<file path="config.mk">
export PLATFORM = sky130hd
export DESIGN_NAME = win_wdog
export DESIGN_NICKNAME = d
export VERILOG_FILES = /design/src/rtl/wwd_pkg.sv /design/src/rtl/wwd_prescaler.sv /design/src/rtl/wwd_core.sv /design/src/rtl/win_wdog.sv
export SDC_FILE = /design/constraint.sdc
export NUM_CORES = 1
export LEC_CHECK = 0
export BUFFER_PORTS_ARGS = -buffer_cell sky130_fd_sc_hd__clkbuf_2
export CAP_MARGIN = 20
export CORE_ASPECT_RATIO = 0.7
export CORE_MARGIN = 2
export CORE_UTILIZATION = 45
export DETAILED_ROUTE_END_ITERATION = 12
export PLACE_DENSITY = 0.64
export SYNTH_ARGS = -nofsm -noshare
export SYNTH_HDL_FRONTEND = slang
export SYNTH_SLANG_ARGS = --single-unit
</file>
<file path="constraint.sdc">
create_clock -name clk -period 1.9 [get_ports clk]
set_clock_uncertainty 0.05 [all_clocks]
set_input_delay 0.38 -clock clk [delete_from_list [all_inputs] [get_ports clk]]
set_output_delay 0.38 -clock clk [all_outputs]
set_load 0.01 [all_outputs]
</file>
<file path="src/rtl/wwd_pkg.sv">
package wwd_pkg;
  localparam int CNT_W   = 7;
  localparam int PSEL_W  = 2;
  localparam int DATA_W  = 10;
  localparam int ADDR_W  = 2;

  localparam int CTRL_ARM_BIT  = 7;
  localparam int CFG_PSEL_LSB  = 7;
  localparam int CFG_IEN_BIT   = 9;
  localparam int STAT_FLAG_BIT = 0;

  typedef enum logic [ADDR_W-1:0] {
    SEL_CTRL = 2'd0,
    SEL_CFG  = 2'd1,
    SEL_STAT = 2'd2
  } reg_sel_e;
endpackage

</file>
<file path="src/rtl/wwd_prescaler.sv">
module wwd_prescaler #(
  parameter int FIX_LOG2 = 12,
  parameter int PSEL_W   = 2
) (
  input  logic              clk,
  input  logic              rst,
  input  logic              restart,
  input  logic [PSEL_W-1:0] psel,
  output logic              tick
);
  localparam int MAX_SH = (2 ** PSEL_W) - 1;
  localparam int PRE_W  = FIX_LOG2 + MAX_SH;

  logic [PRE_W-1:0] phase;
  logic [PRE_W-1:0] limit;

  // 2^(FIX_LOG2+psel)-1 as an all-ones word shifted down
  assign limit = {PRE_W{1'b1}} >> (MAX_SH - int'(psel));
  assign tick  = (phase >= limit);

  always_ff @(posedge clk) begin
    if (rst || restart) begin
      phase <= '0;
    end else if (tick) begin
      phase <= '0;
    end else begin
      phase <= phase + 1'b1;
    end
  end
endmodule

</file>
<file path="src/rtl/wwd_core.sv">
module wwd_core #(
  parameter int CNT_W = 7
) (
  input  logic             clk,
  input  logic             rst,
  input  logic             tick,
  input  logic             ctrl_wr,
  input  logic             wr_arm,
  input  logic [CNT_W-1:0] wr_cnt,
  input  logic [CNT_W-1:0] window,
  input  logic             cfg_wr,
  input  logic             wr_ien,
  input  logic             stat_wr,
  input  logic             wr_flag,
  output logic [CNT_W-1:0] count,
  output logic             armed,
  output logic             flag,
  output logic             irq_en,
  output logic             irq,
  output logic             rst_req
);
  localparam logic [CNT_W-1:0] EDGE_VAL = CNT_W'(1) << (CNT_W - 1);
  localparam logic [CNT_W-1:0] WARN_PRE = EDGE_VAL + CNT_W'(1);

  logic armed_d, flag_d, ien_d;
  logic low_load, early_load, timeout, warn_hit;

  always_comb begin
    armed_d    = armed | (ctrl_wr & wr_arm);
    ien_d      = irq_en | (cfg_wr & wr_ien);
    low_load   = ctrl_wr && armed_d && !wr_cnt[CNT_W-1];
    early_load = ctrl_wr && armed && (count > window);
    timeout    = !ctrl_wr && tick && armed && (count == EDGE_VAL);
    warn_hit   = !ctrl_wr && tick && (count == WARN_PRE);
    if (warn_hit) begin
      flag_d = 1'b1;
    end else if (stat_wr && !wr_flag) begin
      flag_d = 1'b0;
    end else begin
      flag_d = flag;
    end
  end

  always_ff @(posedge clk) begin
    if (rst) begin
      count   <= '1;
      armed   <= 1'b0;
      flag    <= 1'b0;
      irq_en  <= 1'b0;
      irq     <= 1'b0;
      rst_req <= 1'b0;
    end else begin
      if (ctrl_wr) begin
        count <= wr_cnt;
      end else if (tick) begin
        count <= count - 1'b1;
      end
      armed   <= armed_d;
      flag    <= flag_d;
      irq_en  <= ien_d;
      irq     <= flag_d & ien_d;
      rst_req <= low_load | early_load | timeout;
    end
  end
endmodule

</file>
<file path="src/rtl/win_wdog.sv">
module win_wdog
  import wwd_pkg::*;
#(
  parameter int FIX_LOG2 = 12
) (
  input  logic              clk,
  input  logic              rst,
  input  logic              wr_en,
  input  logic [ADDR_W-1:0] wr_addr,
  input  logic [DATA_W-1:0] wr_data,
  input  logic [ADDR_W-1:0] rd_addr,
  output logic [DATA_W-1:0] rd_data,
  output logic              irq,
  output logic              rst_req
);
  logic              ctrl_wr, cfg_wr, stat_wr, tick;
  logic [CNT_W-1:0]  count, window;
  logic [PSEL_W-1:0] psel;
  logic              armed, flag, irq_en;

  assign ctrl_wr = wr_en && (wr_addr == SEL_CTRL);
  assign cfg_wr  = wr_en && (wr_addr == SEL_CFG);
  assign stat_wr = wr_en && (wr_addr == SEL_STAT);

  always_ff @(posedge clk) begin
    if (rst) begin
      window <= '1;
      psel   <= '0;
    end else if (cfg_wr) begin
      window <= wr_data[CNT_W-1:0];
      psel   <= wr_data[CFG_PSEL_LSB +: PSEL_W];
    end
  end

  wwd_prescaler #(.FIX_LOG2(FIX_LOG2), .PSEL_W(PSEL_W)) u_pre (
    .clk(clk), .rst(rst), .restart(ctrl_wr), .psel(psel), .tick(tick)
  );

  wwd_core #(.CNT_W(CNT_W)) u_core (
    .clk(clk), .rst(rst), .tick(tick),
    .ctrl_wr(ctrl_wr), .wr_arm(wr_data[CTRL_ARM_BIT]), .wr_cnt(wr_data[CNT_W-1:0]),
    .window(window),
    .cfg_wr(cfg_wr), .wr_ien(wr_data[CFG_IEN_BIT]),
    .stat_wr(stat_wr), .wr_flag(wr_data[STAT_FLAG_BIT]),
    .count(count), .armed(armed), .flag(flag), .irq_en(irq_en),
    .irq(irq), .rst_req(rst_req)
  );

  always_ff @(posedge clk) begin
    if (rst) begin
      rd_data <= '0;
    end else begin
      unique case (rd_addr)
        SEL_CTRL: rd_data <= DATA_W'({armed, count});
        SEL_CFG:  rd_data <= DATA_W'({irq_en, psel, window});
        SEL_STAT: rd_data <= DATA_W'(flag);
        default:  rd_data <= '0;
      endcase
    end
  end
endmodule

</file>
==> flow_summary_export.csv <==
group,metric,value,unit
grt,grt_pass1_vias,1645,
critical_path,worstPathRequired,2.07,ns
critical_path,r2r_slack,-0.03,ns
outcome,status,"finished, violations left",
cells_and_area,final_cells,353,
critical_path,critical_path.max_stage_delay,0.46,ns
logic_synthesis,synthCells,242,
drt,wire_per_inst,13.1,um
grt,grt_pass1_wl,7.66,mm
critical_path,crit_path_top_delay_cell,"or4_4",
logic_synthesis,yosys_warnings,0,
cells_and_area,nFillCells,441,
pwr,worst_ir_drop_vdd,0.326,mV
pwr,p_leak,1.21,nW
floorplanning,io_pins,29,
timing,final.min_clock_period,1.93,ns
logic_synthesis,syn_nets,272,
cells_and_area,drive_gt1_share,27.4,%
timing,fin_crit_sh,102,%
logic_synthesis,post_synth_num_cell_types,39,
floorplanning,die_w,86.7,um
cts,cts_buffer_depth,2,
cells_and_area,num_antenna_cells,0,
timing,worst_slew_pin_slew,0.298,ns
cts,clkLatencyLatePin,0.30,ns
critical_path,path_cells,"nand2_2 > ha_4 > and4_4 > a31oi_4 > buf_12 > or4_4 > a31oi_1",
floorplanning,dieArea,0.00536,mm2
drt,ant_nets,0,
floorplanning,fp.coreArea,0.00470,mm2
cts,htree_levels,2,
place,post-place-cells,341,
floorplanning,die_h,61.9,um
grt,overflow,0,
cells_and_area,final_net_count,325,
place,gp_congestion,0.851,
critical_path,startpoint,"psel[1]$_SDFFE_PP0P_",
place,dp_hpwl,3.35,mm
timing,fin_ws,-0.0308,ns
logic_synthesis,synth_ff_type,"dfxtp_1",
logic_synthesis,syn_avg_cell_area,8.89,um2
timing,rsz0062_at_grt,"true",
grt,grt_max_degree,17,
logic_synthesis,synth_edf_count,0,
critical_path,crit_type,"flop to flop",
critical_path,cp_max_fo,5,
timing,slew_violations,0,
cts,root_buffer,"clkbuf_8",
grt,antenna_found_initial,0,
drt,drc,0,
drt,drtIter0Drc,80,
timing,max_freq,0.518,GHz
place,post-place-ws,-0.0713,ns
pwr,power.density,669,mW/mm2
cells_and_area,multi_input_area,0.00120,mm2
timing,finalSetupViolations,1,
drt,vias_per_cell,5.18,
cells_and_area,regArea,925,um2
logic_synthesis,ys_seq_area_share,42.8,%
cts,numCtsBuffers,5,
critical_path,critPathLaunchType,"flop",
logic_synthesis,synth.cell_area,0.00215,mm2
cts,tritoncts,"yes",
timing,max_slew_margin,80.1,%
critical_path,reg2reg_from,"psel[1]$_SDFFE_PP0P_",
run,maxCapViolCount,0,
cts,clock_sinks,46,
drt,dr_total_vias,1827,
logic_synthesis,async_reset_ff_share,0,%
critical_path,r2r.worst_path.cells,7,
grt,grt.total_usage,18.5,%
hold_path,hold_class,"input pin to flop",
timing,hold_violations,0,
critical_path,critPathArrivalTime,2.10,ns
drt,postRouteWirelength,4.63,mm
outcome,violations,"negative setup slack",
drt,drt_pass1_iterations,4,
cts,path_clk_slew,0.09,ns
critical_path,r2r_end,"u_core.count[4]$_SDFFE_PP1P_",
place,portBuffers,28,
cells_and_area,fin_util,57.7,%
cells_and_area,synthToLayoutAreaGrowth,26.0,%
critical_path,end_kind,"flop",
logic_synthesis,synth_seq_cells,46,
floorplanning,num_rows,21,
critical_path,endpoint,"u_core.count[4]$_SDFFE_PP1P_",
floorplanning,start_util,45.8,%
layout make-up:
cell class                 instances  area share [%]
clock inverter                     2           0.507
timing repair buffer              54            14.0
inverter                          14            1.94
clock buffer                       6            2.68
tap                               57            2.63
multi-input combinational        174            44.2
sequential                        46            34.1
layout by cell type (no fill, tap or decap), types with 4 or more instances in the layout:
cell type and n:
xor2_1 9, a31oi_1 6, nand2_1 11, or3_1 5
clkbuf_8 5, nor2_1 40, ha_1 11, inv_1 13
dfxtp_1 43, a211o_1 6, nand3_1 6, xnor2_1 5
clkbuf_2 28, mux2i_1 8, nor3_1 4, buf_4 21
o21ai_0 4, nand4_1 6, a21oi_1 10
report_power, final:
| part | total (W) | internal, W | switching (W) |
|---|---|---|---|
| sequential | 0.00102 | 0.000995 | 0.0000200 |
| combinational | 0.000205 | 0.0000966 | 0.000108 |
| clock | 0.000594 | 0.000260 | 0.000334 |
| total | 0.00181 | 0.00135 | 0.000462 |
synthesized netlist by cell type, types with 2 or more instances:
master | count | area [um2]
or3_1 | 5 | 31.3
nor3_1 | 5 | 25.0
nor2b_1 | 2 | 12.5
a21o_1 | 3 | 22.5
nand2b_1 | 2 | 12.5
nand2_1 | 13 | 48.8
or4bb_1 | 2 | 22.5
xor2_1 | 9 | 78.8
and3_1 | 2 | 12.5
inv_1 | 14 | 52.6
nand3b_1 | 3 | 22.5
a211o_1 | 6 | 52.6
mux2i_1 | 8 | 80.1
dfxtp_1 | 46 | 921
nand4_1 | 6 | 37.5
o31ai_1 | 3 | 22.5
a31oi_1 | 6 | 37.5
ha_1 | 13 | 163
nor2_1 | 42 | 158
clkbuf_1 | 6 | 22.5
xnor2_1 | 5 | 43.8
o21ai_0 | 8 | 40.0
a21oi_1 | 10 | 50.1
or4_1 | 3 | 22.5
nand3_1 | 6 | 30.0
cells by family (layout without fill, tap and decap cells):
kind of cell / after synthesis / in the layout / synth area share [%]
adders and majority gates: 13 / 13 / 7.56
DFF: 46 / 46 / 42.8
AOI/OAI and AO/OA: 39 / 39 / 12.2
buffers and inverters: 22 / 76 / 4.07
and+or+nand+nor: 99 / 99 / 23.4
muxes: 9 / 9 / 4.24
xor gates and xnor gates: 14 / 14 / 5.70
worst min-delay path by stage:
stage | cells after the start | slack, ns | to | start
global route | 2 | 0.24 | window[5]$_SDFFE_PP1P_ | wr_data[5]
global placement | 2 | 0.38 | rd_data[9]$_SDFF_PP0_ | u_core.irq_en$_SDFF_PP0_
finish | 3 | 0.24 | psel[1]$_SDFFE_PP0P_ | wr_data[8]
CTS | 3 | 0.24 | psel[1]$_SDFFE_PP0P_ | wr_data[8]
floorplan | 2 | 0.36 | rd_data[9]$_SDFF_PP0_ | u_core.irq_en$_SDFF_PP0_
detailed placement | 2 | 0.38 | rd_data[9]$_SDFF_PP0_ | u_core.irq_en$_SDFF_PP0_
metrics by stage:
stage / cell area, um2 / power (W) / TNS [ns] / hold WS, ns
finish: 2710 / 0.00181 / -0.0308 / 0.243
floorplan: 2160 / 0.00115 / 0 / 0.363
global placement: 2510 / 0.00123 / -0.0384 / 0.376
detailed placement: 2510 / 0.00123 / -0.0958 / 0.380
global route: 2710 / 0.00190 / -0.462 / 0.245
CTS: 2670 / 0.00182 / -0.0246 / 0.240
per-layer routing:
layer  global-route usage, %  up-vias  routed length [um]
met5                       0        -                   0
li1                        -      945                   -
met2                    29.0       33                1930
met3                    3.96        8                 146
met1                    25.9      841                2470
met4                    6.25        0                  80
repair_timing:
| action | CTS | global route |
|---|---|---|
| hold buffers | 0 | 0 |
| setup buffers | 2 | 2 |
| setup endpoints to repair | 2 | 18 |
| cloned | 1 | 0 |
| gates resized for setup | 7 | 16 |
| pin swaps | 3 | 8 |
state kept, by name, summed over array words and instances (netlist names):
register and count:
psel 2, rd_data 10, u_core.armed 1, u_core.count 7, u_core.flag 1, u_core.irq 1, u_core.irq_en 1, u_core.rst_req 1
u_pre.phase 15, window 7
worst max-delay path, delay by kind of cell, from the launching register on:
kind,cells,cell delay (ns)
AOI/OAI and AO/OA,2,0.28
and+or+nand+nor,3,0.74
DFF,1,0.37
buffers and inverters,1,0.15
adders and majority gates,1,0.26
No activity file was read; power rests on OpenSTA's default activity.
